`src/rtl/fwg_pkg.sv`:
```
package fwg_pkg;
  localparam int EXP_W  = 8;
  localparam int MAN_W  = 23;
  localparam int WORD_W = 1 + EXP_W + MAN_W;
  localparam int DATA_W = 1 + EXP_W;
  localparam int CHK_W  = 4;
  localparam int CODE_W = DATA_W + CHK_W;

  // code position of protected data bit i (skips powers of two)
  function automatic int data_pos(int i);
    int n, r;
    n = 0;
    r = 0;
    for (int p = 1; p <= CODE_W; p++) begin
      if ((p & (p - 1)) != 0) begin
        if (n == i) r = p;
        n++;
      end
    end
    return r;
  endfunction

  function automatic logic [CHK_W-1:0] calc_chk(logic [DATA_W-1:0] d);
    logic [CHK_W-1:0] c;
    int pos;
    c = '0;
    for (int i = 0; i < DATA_W; i++) begin
      pos = data_pos(i);
      for (int k = 0; k < CHK_W; k++)
        if (((pos >> k) & 1) == 1) c[k] = c[k] ^ d[i];
    end
    return c;
  endfunction

  // maps signed-magnitude float onto unsigned order
  function automatic logic [WORD_W-1:0] order_key(logic [WORD_W-1:0] w);
    return w[WORD_W-1] ? ~w : (w | {1'b1, {(WORD_W-1){1'b0}}});
  endfunction
endpackage

```
`src/rtl/fwg_encoder.sv`:
```
module fwg_encoder
  import fwg_pkg::*;
(
  input  logic              clk_i,
  input  logic              rst_ni,
  input  logic              valid_i,
  input  logic [WORD_W-1:0] weight_i,
  output logic              valid_o,
  output logic [WORD_W-1:0] word_o
);
  logic [WORD_W-1:0] word_d;

  always_comb
    word_d = {weight_i[WORD_W-1:CHK_W], calc_chk(weight_i[WORD_W-1:MAN_W])};

  always_ff @(posedge clk_i or negedge rst_ni) begin
    if (!rst_ni) begin
      valid_o <= 1'b0;
      word_o  <= '0;
    end else begin
      valid_o <= valid_i;
      if (valid_i) word_o <= word_d;
    end
  end
endmodule

```
`src/rtl/fwg_decoder.sv`:
```
module fwg_decoder
  import fwg_pkg::*;
(
  input  logic              clk_i,
  input  logic              rst_ni,
  input  logic              valid_i,
  input  logic [WORD_W-1:0] word_i,
  output logic              valid_o,
  output logic [WORD_W-1:0] weight_o,
  output logic              corr_o
);
  logic [DATA_W-1:0] data, flip;
  logic [CHK_W-1:0]  syn;

  assign data = word_i[WORD_W-1:MAN_W];
  assign syn  = word_i[CHK_W-1:0] ^ calc_chk(data);

  for (genvar i = 0; i < DATA_W; i++) begin : g_flip
    assign flip[i] = (syn == CHK_W'(data_pos(i)));
  end

  always_ff @(posedge clk_i or negedge rst_ni) begin
    if (!rst_ni) begin
      valid_o  <= 1'b0;
      weight_o <= '0;
      corr_o   <= 1'b0;
    end else begin
      valid_o <= valid_i;
      corr_o  <= valid_i & (|syn);
      if (valid_i)
        weight_o <= {data ^ flip, word_i[MAN_W-1:CHK_W], {CHK_W{1'b0}}};
    end
  end
endmodule

```
`src/rtl/fwg_filter.sv`:
```
module fwg_filter
  import fwg_pkg::*;
(
  input  logic              clk_i,
  input  logic              rst_ni,
  input  logic              valid_i,
  input  logic [WORD_W-1:0] weight_i,
  input  logic              corr_i,
  input  logic              en_i,
  input  logic [WORD_W-1:0] lo_i,
  input  logic [WORD_W-1:0] hi_i,
  output logic              valid_o,
  output logic [WORD_W-1:0] weight_o,
  output logic              corr_o,
  output logic              clip_o
);
  logic [WORD_W-1:0] key_w, key_lo, key_hi;
  logic              outlier;

  always_comb begin
    key_w   = order_key(weight_i);
    key_lo  = order_key(lo_i);
    key_hi  = order_key(hi_i);
    outlier = en_i && ((key_w < key_lo) || (key_w > key_hi));
  end

  always_ff @(posedge clk_i or negedge rst_ni) begin
    if (!rst_ni) begin
      valid_o  <= 1'b0;
      weight_o <= '0;
      corr_o   <= 1'b0;
      clip_o   <= 1'b0;
    end else begin
      valid_o <= valid_i;
      corr_o  <= valid_i & corr_i;
      clip_o  <= valid_i & outlier;
      if (valid_i) weight_o <= outlier ? '0 : weight_i;
    end
  end
endmodule

```
`src/rtl/fp_weight_guard.sv`:
```
module fp_weight_guard
  import fwg_pkg::*;
(
  input  logic              clk_i,
  input  logic              rst_ni,
  input  logic              wr_valid_i,
  input  logic [WORD_W-1:0] wr_weight_i,
  output logic              wr_valid_o,
  output logic [WORD_W-1:0] wr_word_o,
  input  logic              rd_valid_i,
  input  logic [WORD_W-1:0] rd_word_i,
  input  logic              filt_en_i,
  input  logic [WORD_W-1:0] lo_bound_i,
  input  logic [WORD_W-1:0] hi_bound_i,
  output logic              rd_valid_o,
  output logic [WORD_W-1:0] rd_weight_o,
  output logic              rd_corr_o,
  output logic              rd_clip_o
);
  logic              dec_valid, dec_corr;
  logic [WORD_W-1:0] dec_weight;

  fwg_encoder i_enc (
    .clk_i, .rst_ni,
    .valid_i (wr_valid_i),
    .weight_i(wr_weight_i),
    .valid_o (wr_valid_o),
    .word_o  (wr_word_o)
  );

  fwg_decoder i_dec (
    .clk_i, .rst_ni,
    .valid_i (rd_valid_i),
    .word_i  (rd_word_i),
    .valid_o (dec_valid),
    .weight_o(dec_weight),
    .corr_o  (dec_corr)
  );

  fwg_filter i_filt (
    .clk_i, .rst_ni,
    .valid_i (dec_valid),
    .weight_i(dec_weight),
    .corr_i  (dec_corr),
    .en_i    (filt_en_i),
    .lo_i    (lo_bound_i),
    .hi_i    (hi_bound_i),
    .valid_o (rd_valid_o),
    .weight_o(rd_weight_o),
    .corr_o  (rd_corr_o),
    .clip_o  (rd_clip_o)
  );
endmodule

```
`config.mk`:
```
export PLATFORM = sky130hd
export DESIGN_NAME = fp_weight_guard
export DESIGN_NICKNAME = d
export VERILOG_FILES = /design/src/rtl/fwg_pkg.sv /design/src/rtl/fwg_encoder.sv /design/src/rtl/fwg_decoder.sv /design/src/rtl/fwg_filter.sv /design/src/rtl/fp_weight_guard.sv
export SDC_FILE = /design/constraint.sdc
export NUM_CORES = 1
export LEC_CHECK = 0
export ABC_AREA = 0
export BUFFER_PORTS_ARGS = -buffer_cell sky130_fd_sc_hd__buf_2
export CELL_PAD_IN_SITES_DETAIL_PLACEMENT = 1
export CELL_PAD_IN_SITES_GLOBAL_PLACEMENT = 1
export CORE_MARGIN = 1.5
export CORE_UTILIZATION = 35
export CTS_CLUSTER_DIAMETER = 200
export DETAILED_ROUTE_END_ITERATION = 7
export PLACE_DENSITY_LB_ADDON = 0.1
export SLEW_MARGIN = 40
export SYNTH_ARGS = -nofsm -noshare
export SYNTH_HDL_FRONTEND = slang
export SYNTH_SLANG_ARGS = --single-unit
```
`constraint.sdc`:
```
create_clock -name clk_i -period 2.7 [get_ports clk_i]
set_input_delay 0.135 -clock clk_i [delete_from_list [all_inputs] [get_ports clk_i]]
set_output_delay 0.135 -clock clk_i [all_outputs]
set_load 0.03 [all_outputs]
```
==> results_dict.tcl, run 1 <==
set metrics [dict create \
    path_clk_slew_ns 0.07 \
    core_area_um2 17800 \
    routed_via_density 4.99 \
    synth_area_um2 6330 \
    synth-edff-count 0 \
    n_antenna_cell 0 \
    insertion_delay_ns 0.34 \
    cts_sinks 94 \
    dp_hpwl_mm 14.4 \
    grt_pass1_vias 5732 \
    num_vias 5290 \
    drt_wl_total_mm 19.8 \
    crit_path_end_kind "flop" \
    slew_headroom_pct 51.7 \
    nets 1024 \
    fin_crit_ns 2.85 \
    path_class "reg2reg" \
    cts_buffers 9 \
    dieWidth_um 138 \
    die_area_um2 18900 \
    power.density_nw_per_um2 681 \
    gr-total-overflow 0 \
    gp_congestion 0.825 \
    skew_ns 0.0100 \
    final_util_pct 52.9 \
    cap_violations 0 \
    antenna_found_initial 1 \
    rsz0062_at_grt "yes" \
    initial_core_util_pct 35.5 \
    async_flop_share_pct 100 \
    hold_class "in2reg" \
    status "finished with violations" \
    leakage_nw 4.29 \
    route.detailed.wl_per_inst_um 18.7 \
    synth_seq_cells 94 \
    cp_max_fo 15 \
    ant_nets 0 \
    grt_max_degree 75 \
    hold_viol 0 \
    drtPass1Iterations 4 \
    worst_slack_ns -0.146 \
    drive_above_1_share_pct 52.5 \
    synthTopCellsByArea "dfrtp_1, ha_1, xnor2_1" \
    finalSetupTns_ns -3.31 \
    grt_usage_pct 20.5 \
    ys_seq_area_share_pct 37.1 \
    cts_tree "done" \
    peakVddDrop_v 0.000295 \
    setup_viol 29 \
    io_buffers 192 \
    yosys_warnings 0 \
    cp_data_required_time_ns 2.94 \
    fin_area_um2 9440 \
    pin_count 201 \
    synth.most_common_cell "dfrtp_1" \
    ys_dominant_reg_cell "dfrtp_1" \
    rrSetupSlack_ns -0.15 \
    arrival_ns 3.09 \
    first_iter_violations 132 \
    grt_pass1_wl_mm 29.9 \
    synth_cell_type_count 44 \
    clockRootBuffer "clkbuf_16" \
    fin_crit_sh_pct 105 \
    synth_largest_area_cell "dfrtp_1" \
    cts.path.max_buffers 2 \
    avgSynthCellArea_um2 11.2 \
    final_max_slew_viol_count 0 \
    placed_area_um2 8090 \
    fp-row-count 49 \
    fillerInstances 1927 \
    area_delta_synth_final_pct 49.1 \
    yosysTopAreaCellShare_pct 37.1 \
    startpoint_type "flop" \
    fmax_ghz 0.351 \
    cts_max_level 3 \
    violations "setup timing" \
    syn_inst 567 \
    die_y_um 138 \
    synthTopCellsByCount "dfrtp_1, xnor2_1, ha_1" \
    tightestPinTransition_ns 0.725 \
    route.detailed.drc 0 \
]
[worst max-delay path: stages (launching register included)]
cell and delay (ns):
dfrtp_2 0.47, buf_12 0.17, buf_16 0.16, xor2_4 0.19, buf_4 0.15, ha_1 0.27
and3_4 0.21, o2111ai_4 0.10, a211oi_2 0.32, nor3_4 0.08, buf_12 0.15, buf_16 0.17
nor4_4 0.29
[path summary, 6_finish.rpt]
path,end,cells past startpoint,startpoint
setup / recovery,i_filt.weight_o[26],12,i_dec.weight_o[31]
min in group asynchronous,i_filt.clip_o,2,rst_ni
max in group asynchronous,i_filt.weight_o[7],3,rst_ni
setup reg to reg,i_filt.weight_o[26],12,i_dec.weight_o[31]
hold reg to reg,i_filt.corr_o,1,i_dec.corr_o
hold / removal,i_enc.word_o[13],2,wr_weight_i[13]
[cells in the final DEF (no fill, tap or decap), drive strengths merged, types with 2 or more instances in the layout]
cell,Yosys,layout
buf,18,277
dfrtp,94,94
xnor2,88,88
ha,63,63
mux2,50,50
xor2,38,38
a21oi,33,33
nor4,31,31
mux2i,28,28
nand2,17,17
nor2,16,16
clkbuf,18,16
nand4,11,11
o21ai,9,9
nor3,8,8
and4,6,6
a21o,5,5
nand3,5,5
conb,1,4
a221oi,4,4
xnor3,3,3
inv,2,3
o21a,2,2
nor2b,2,2
nand2b,2,2
nor3b,2,2
a211oi,2,2
[stage by stage]
stage | power [mW] | worst slack [ns] | instances | hold slack (ns)
6_report | 6.43 | -0.146 | 1061 | 0.0242
5_1_grt | 6.85 | -0.260 | 1061 | 0.0191
4_1_cts | 6.15 | -0.100 | 1053 | 0.0112
3_5_place_dp | 4.54 | -0.456 | 1028 | 0.208
3_3_place_gp | 4.43 | -0.402 | 1028 | 0.331
2_1_floorplan | 3.44 | 0.0547 | 570 | -0.161
[layer usage]
| layer | vias up | track usage (%) | wire [µm] |
|---|---|---|---|
| met1 | 2604 | 26.3 | 8570 |
| met4 | 0 | 5.85 | 329 |
| met3 | 22 | 4.05 | 1000 |
| met2 | 129 | 35.0 | 9930 |
| li1 | 2535 | - | - |
| met5 | - | 0 | 0 |
[registers in the layout, summed over array words and instances, names as in the netlist]
| name | count |
|---|---|
| i_dec.corr_o | 1 |
| i_dec.valid_o | 1 |
| i_dec.weight_o | 28 |
| i_enc.valid_o | 1 |
| i_enc.word_o | 32 |
| i_filt.clip_o | 1 |
| i_filt.corr_o | 1 |
| i_filt.valid_o | 1 |
| i_filt.weight_o | 28 |
[what timing repair did]
item,4_1_cts,5_1_grt
gates cloned,2,5
gates resized for setup,57,49
setup endpoints to repair,29,29
pin swaps,16,26
setup buffers,7,5
hold buffers,1,0
hold endpoints to repair,72,0
[power breakdown]
part,internal [mW],switching (mW)
Clock,0.768,0.532
Sequential,1.64,0.195
Combinational,1.54,1.75
[cells by family after synthesis]
group	synth area share (%)
mux	13.3
simple gates	9.32
flops	37.1
compound gates	5.57
xor+xnor	19.4
other cells	0.0592
buf+inv	2.73
fa+ha+maj	12.4
[area by class of cell]
type | count | area (µm²) | share of cell area, %
tap | 229 | 287 | 3.03
sequential | 94 | 2350 | 24.9
timing repair buffer | 283 | 1970 | 20.9
multi-input combinational | 438 | 4520 | 47.8
clock buffer | 11 | 253 | 2.68
clock inverter | 4 | 55.1 | 0.583
inverter | 2 | 7.51 | 0.0795
(Power assumes the default switching activity.)
==> run 2: changes to the inputs <==
--- a/config.mk
+++ b/config.mk
@@ -10,7 +10,7 @@
 export CELL_PAD_IN_SITES_DETAIL_PLACEMENT = 1
 export CELL_PAD_IN_SITES_GLOBAL_PLACEMENT = 1
 export CORE_MARGIN = 1.5
-export CORE_UTILIZATION = 35
+export CORE_UTILIZATION = 36
 export CTS_CLUSTER_DIAMETER = 200
 export DETAILED_ROUTE_END_ITERATION = 7
 export PLACE_DENSITY_LB_ADDON = 0.1
==> results_dict.tcl, run 2 (synthesized netlist as in run 1, its figures left out) <==
set metrics [dict create \
    crit_path_top_delay_cell "dfrtp_2" \
    startpoint_type "flop" \
    placed_area_um2 8100 \
    skew_ns 0.0120 \
    clkPwrFrac_pct 19.3 \
    seqPwrFrac_pct 28.3 \
    fin_area_um2 9570 \
    peakVddDrop_v 0.000366 \
    crit_path_max_incr_delay_ns 0.43 \
    setup_viol 29 \
    switching_share_pct 39.2 \
    grt_pass1_vias 5809 \
    cp_top_family "simple AND/OR/NAND/NOR gates" \
    clockRootBuffer "clkbuf_16" \
    crit_path_end_kind "flop" \
    grt_usage_pct 21.6 \
    finalPower_mw 6.47 \
    critPathMostFrequentCell "buf_12" \
    violations "setup timing" \
    r2r_start "i_dec.weight_o[31]" \
    cts_buffers 9 \
    met2_usage_pct 37.3 \
    first_iter_violations 159 \
    grt_pass1_wl_mm 30.6 \
    reg_top3 "i_enc.word_o: 32 flops, i_dec.weight_o: 28 flops, i_filt.weight_o: 28 flops" \
    startpoint "i_dec.weight_o[31]" \
    cap_violations 0 \
    rrSetupSlack_ns -0.14 \
    largest-register "i_enc.word_o" \
    die_area_um2 18400 \
    critPathBufInv 5 \
    insertion_delay_ns 0.34 \
    drive_above_1_share_pct 53.2 \
    hold_class "in2reg" \
    fin_crit_sh_pct 105 \
    cp_num_cells 12 \
    use_met3_pct 3.55 \
    drtPass1Iterations 4 \
    ant_nets 0 \
    area_delta_synth_final_pct 51.1 \
    grt_max_degree 54 \
    largest_reg_flops 32 \
    route.detailed.wl_per_inst_um 19.2 \
    cts_max_level 3 \
    cp_data_required_time_ns 2.92 \
    arrival_ns 3.06 \
    rsz0062_at_grt "yes" \
    initial_core_util_pct 36.7 \
    core_area_um2 17200 \
    final_max_slew_viol_count 0 \
    route.detailed.drc 0 \
    path_clk_slew_ns 0.07 \
    dp_cells 1023 \
    grt_busiest_layer "met2" \
    gp_congestion 0.797 \
    switchingPower_mw 2.54 \
    num_vias 5395 \
    tightestPinTransition_ns 0.727 \
    worstSetupEndpoint "i_filt.clip_o" \
    critical_path.cell_chain "buf_12 > buf_12 > xor2_2 > ha_1 > nand4_1 > buf_4 > nor4_4 > nor3_4 > o31ai_2 > inv_2 > buf_12 > or3_1" \
    path_class "reg2reg" \
    hold_viol 0 \
    slew_headroom_pct 51.6 \
    regToRegEndpoint "i_filt.clip_o" \
    nets 1032 \
    pin_count 201 \
    status "finished with violations" \
    fmax_ghz 0.352 \
    dp_hpwl_mm 14.6 \
    final_cells 1067 \
    cts.path.max_buffers 2 \
    hold_slack_ns 0.0294 \
    final_cell_mix "buf_2, dfrtp_1, xnor2_1" \
    io_buffers 192 \
    use_met1_pct 27.5 \
    die_y_um 136 \
    final_common_cell "buf_2" \
    antenna_found_initial 1 \
    cts_sinks 94 \
    worst_slack_ns -0.142 \
    p_int_mw 3.93 \
    fin_crit_ns 2.84 \
    leakage_nw 4.32 \
    fp-row-count 48 \
    power.density_nw_per_um2 676 \
    routed_via_density 5.06 \
    dieWidth_um 136 \
    cts_tree "done" \
    r2r.worst_path.cells 12 \
    combPwrFrac_pct 52.4 \
    gr-total-overflow 0 \
    cp_max_fo 8 \
    drt_wl_total_mm 20.5 \
]
## run 2: changes by cell type in the layout (fill, tap and decap cells not counted), moves of 3 or more
cell and change:
nor4_4 +13, nor4_2 -11, buf_4 +7, clkbuf_16 -3
## run 2: area by class of cell
type | instances | area [µm²]
Fill cell | 1846 | 7670
Inverter | 2 | 7.51
Sequential cell | 94 | 2350
Tap cell | 225 | 282
Antenna cell | 1 | 2.50
Clock inverter | 3 | 25.0
Timing Repair Buffer | 291 | 2010
Multi-Input combinational cell | 438 | 4620
Clock buffer | 13 | 270
## run 2: per-stage QoR
stage	util, %	setup WS [ns]	setup TNS (ns)
6_report	55.5	-0.142	-3.22
5_1_grt	55.5	-0.266	-5.98
3_3_place_gp	46.9	-0.322	-8.14
4_1_cts	52.7	-0.108	-2.37
2_1_floorplan	-	0.0547	0
3_5_place_dp	47.0	-0.458	-10.63
## run 2: power groups by stage
| stage | sequential [mW] | combinational [mW] | clock (mW) |
|---|---|---|---|
| finish | 1.83 | 3.39 | 1.25 |
| global route | 1.85 | 3.68 | 1.32 |
| CTS | 1.82 | 3.13 | 1.27 |
| global placement | 1.83 | 2.60 | 0 |
| detailed placement | 1.84 | 2.74 | 0 |
| floorplan | 2.16 | 1.28 | 0 |
## run 2: layer usage
metal	vias to the layer above	part of all wire [%]
met2	150	51
met1	2668	42
met4	0	2.5
met5	-	0
met3	26	4.8
li1	2551	-
## run 2: worst min path at each step
stage	endpoint	depth (start not counted)	from	slack (ns)
finish	i_enc.word_o[16]	2	wr_weight_i[16]	0.03
global route	i_dec.weight_o[11]	2	rd_word_i[11]	0.03
CTS	i_enc.word_o[16]	2	wr_weight_i[16]	0.02
detailed placement	i_enc.word_o[31]	1	rst_ni	0.16
global placement	i_enc.word_o[31]	1	rst_ni	0.15
floorplan	i_dec.corr_o	0	rst_ni	-0.16
## run 2: timing repair
item,in CTS,in global routing
buffers inserted,13,11
pin swaps,23,30
hold buffers,1,0
gates cloned,4,3
hold endpoints to repair,41,0
gates resized for setup,71,52
endpoints found under the setup margin,29,29
==> run 3: changes to the inputs <==
--- a/config.mk
+++ b/config.mk
@@ -14,6 +14,7 @@
 export CTS_CLUSTER_DIAMETER = 200
 export DETAILED_ROUTE_END_ITERATION = 7
 export PLACE_DENSITY_LB_ADDON = 0.1
+export SETUP_SLACK_MARGIN = 0.1
 export SLEW_MARGIN = 40
 export SYNTH_ARGS = -nofsm -noshare
 export SYNTH_HDL_FRONTEND = slang
==> results_dict.tcl, run 3 (synthesized netlist as in run 1, its figures left out) <==
set metrics [dict create \
    status "finished with violations" \
    violations "setup timing" \
    io_buffers 192 \
    antenna_found_initial 0 \
    fmax_ghz 0.363 \
    rsz0062_at_grt "yes" \
    reg_top3 "i_enc.word_o: 32 flops, i_dec.weight_o: 28 flops, i_filt.weight_o: 28 flops" \
    die_y_um 136 \
    cts_tree "done" \
    cts.path.max_buffers 2 \
    largest-register "i_enc.word_o" \
    fp-row-count 48 \
    startpoint_type "flop" \
    hold_slack_ns 0.0250 \
    cts_buffers 9 \
    slew_headroom_pct 51.4 \
    worstSetupEndpoint "i_filt.clip_o" \
    finalPower_mw 5.78 \
    route.detailed.drc 0 \
    dieWidth_um 136 \
    startpoint "i_dec.weight_o[31]" \
    fillerInstances 1899 \
    power.density_nw_per_um2 675 \
    final_util_pct 49.6 \
    skew_ns 0.0100 \
    dp_cells 986 \
    fin_area_um2 8560 \
    multi_input_comb_area_um2 4180 \
    clockRootBuffer "clkbuf_16" \
    core_area_um2 17200 \
    nets 976 \
    routed_via_density 4.96 \
    peakVddDrop_v 0.000347 \
    die_area_um2 18400 \
    post-place-ws_ns -0.261 \
    largest_reg_flops 32 \
    grt_pass1_vias 5509 \
    drive_above_1_share_pct 45.1 \
    hold_viol 0 \
    ant_nets 0 \
    cts_max_level 3 \
    path_clk_slew_ns 0.07 \
    grt_usage_pct 19.7 \
    regToRegEndpoint "i_filt.clip_o" \
    tightestPinTransition_ns 0.729 \
    grt_pass1_wl_mm 28.3 \
    final_common_cell "buf_2" \
    route.detailed.wl_per_inst_um 17.8 \
    leakage_nw 3.92 \
    first_iter_violations 145 \
    setup_viol 26 \
    num_vias 5008 \
    hold_class "in2reg" \
    insertion_delay_ns 0.34 \
    final_max_slew_viol_count 0 \
    rrSetupSlack_ns -0.05 \
    gp_congestion 0.794 \
    worst_slack_ns -0.0512 \
    final_cell_mix "buf_2, dfrtp_1, xnor2_1" \
    cp_max_fo 15 \
    cp_data_required_time_ns 2.92 \
    arrival_ns 2.97 \
    placed_area_um2 7790 \
    path_class "reg2reg" \
    fin_crit_ns 2.75 \
    area_delta_synth_final_pct 35.1 \
    cap_violations 0 \
    finalSetupTns_ns -0.456 \
    grt_max_degree 75 \
    r2r_start "i_dec.weight_o[31]" \
    crit_path_end_kind "flop" \
    n_antenna_cell 0 \
    cts_sinks 94 \
    drt_wl_total_mm 18.0 \
    final_cells 1010 \
    gr-total-overflow 0 \
    initial_core_util_pct 36.7 \
    pin_count 201 \
    r2r.worst_path.cells 12 \
    drtPass1Iterations 4 \
    fin_crit_sh_pct 102 \
    dp_hpwl_mm 13.9 \
    regArea_um2 2350 \
]
[run 3: timing repair]
action,CTS,global route
gates cloned,0,3
hold buffers,1,0
setup endpoints to repair,29,29
pin swaps,5,6
setup buffers,2,2
hold endpoints to repair,72,0
resized for setup,28,29
[run 3: cell type report]
class                           count  area share [%]
Sequential cell                    94            27.5
Multi-Input combinational cell    438            48.9
Inverter                            2          0.0877
Clock buffer                       11            2.72
Timing Repair Buffer              235            16.8
Clock inverter                      5           0.687
Tap cell                          225            3.29
[run 3: per-layer routing]
layer  track usage (%)  vias up  part of all wire, %
li1                  -     2438                    -
met1              25.3     2437                   44
met2              33.7      123                   50
met3              4.75       10                  5.6
met4              3.88        0                 0.91
met5                 0        -                    0
[run 3: how the worst min path moves through the flow]
stage | from | to | slack (ns) | depth (start not counted)
after global routing | rd_word_i[21] | i_dec.weight_o[21] | 0.01 | 2
after detailed placement | rst_ni | i_enc.word_o[27] | 0.20 | 1
final | rd_word_i[11] | i_dec.weight_o[11] | 0.02 | 2
after CTS | rd_word_i[21] | i_dec.weight_o[21] | 0.01 | 2
after global placement | rst_ni | i_enc.word_o[27] | 0.33 | 1
after floorplan | rst_ni | i_dec.corr_o | -0.16 | 0
[run 3: power by group]
part	leakage, nW	total (mW)	switching [mW]	internal [mW]
combinational	2.67	2.71	1.54	1.17
sequential	1.12	1.83	0.180	1.64
clock	0.136	1.24	0.520	0.720
[run 3: worst max-delay path: stages, from the launching register on]
cell and delay (ns):
dfrtp_2 0.42, buf_12 0.16, buf_12 0.14, xor2_2 0.18, ha_1 0.30, a21oi_1 0.06, o21ai_1 0.20, a221oi_2 0.11
buf_4 0.15, nor3b_2 0.25, nor3_4 0.09, clkbuf_16 0.20, or3_1 0.36
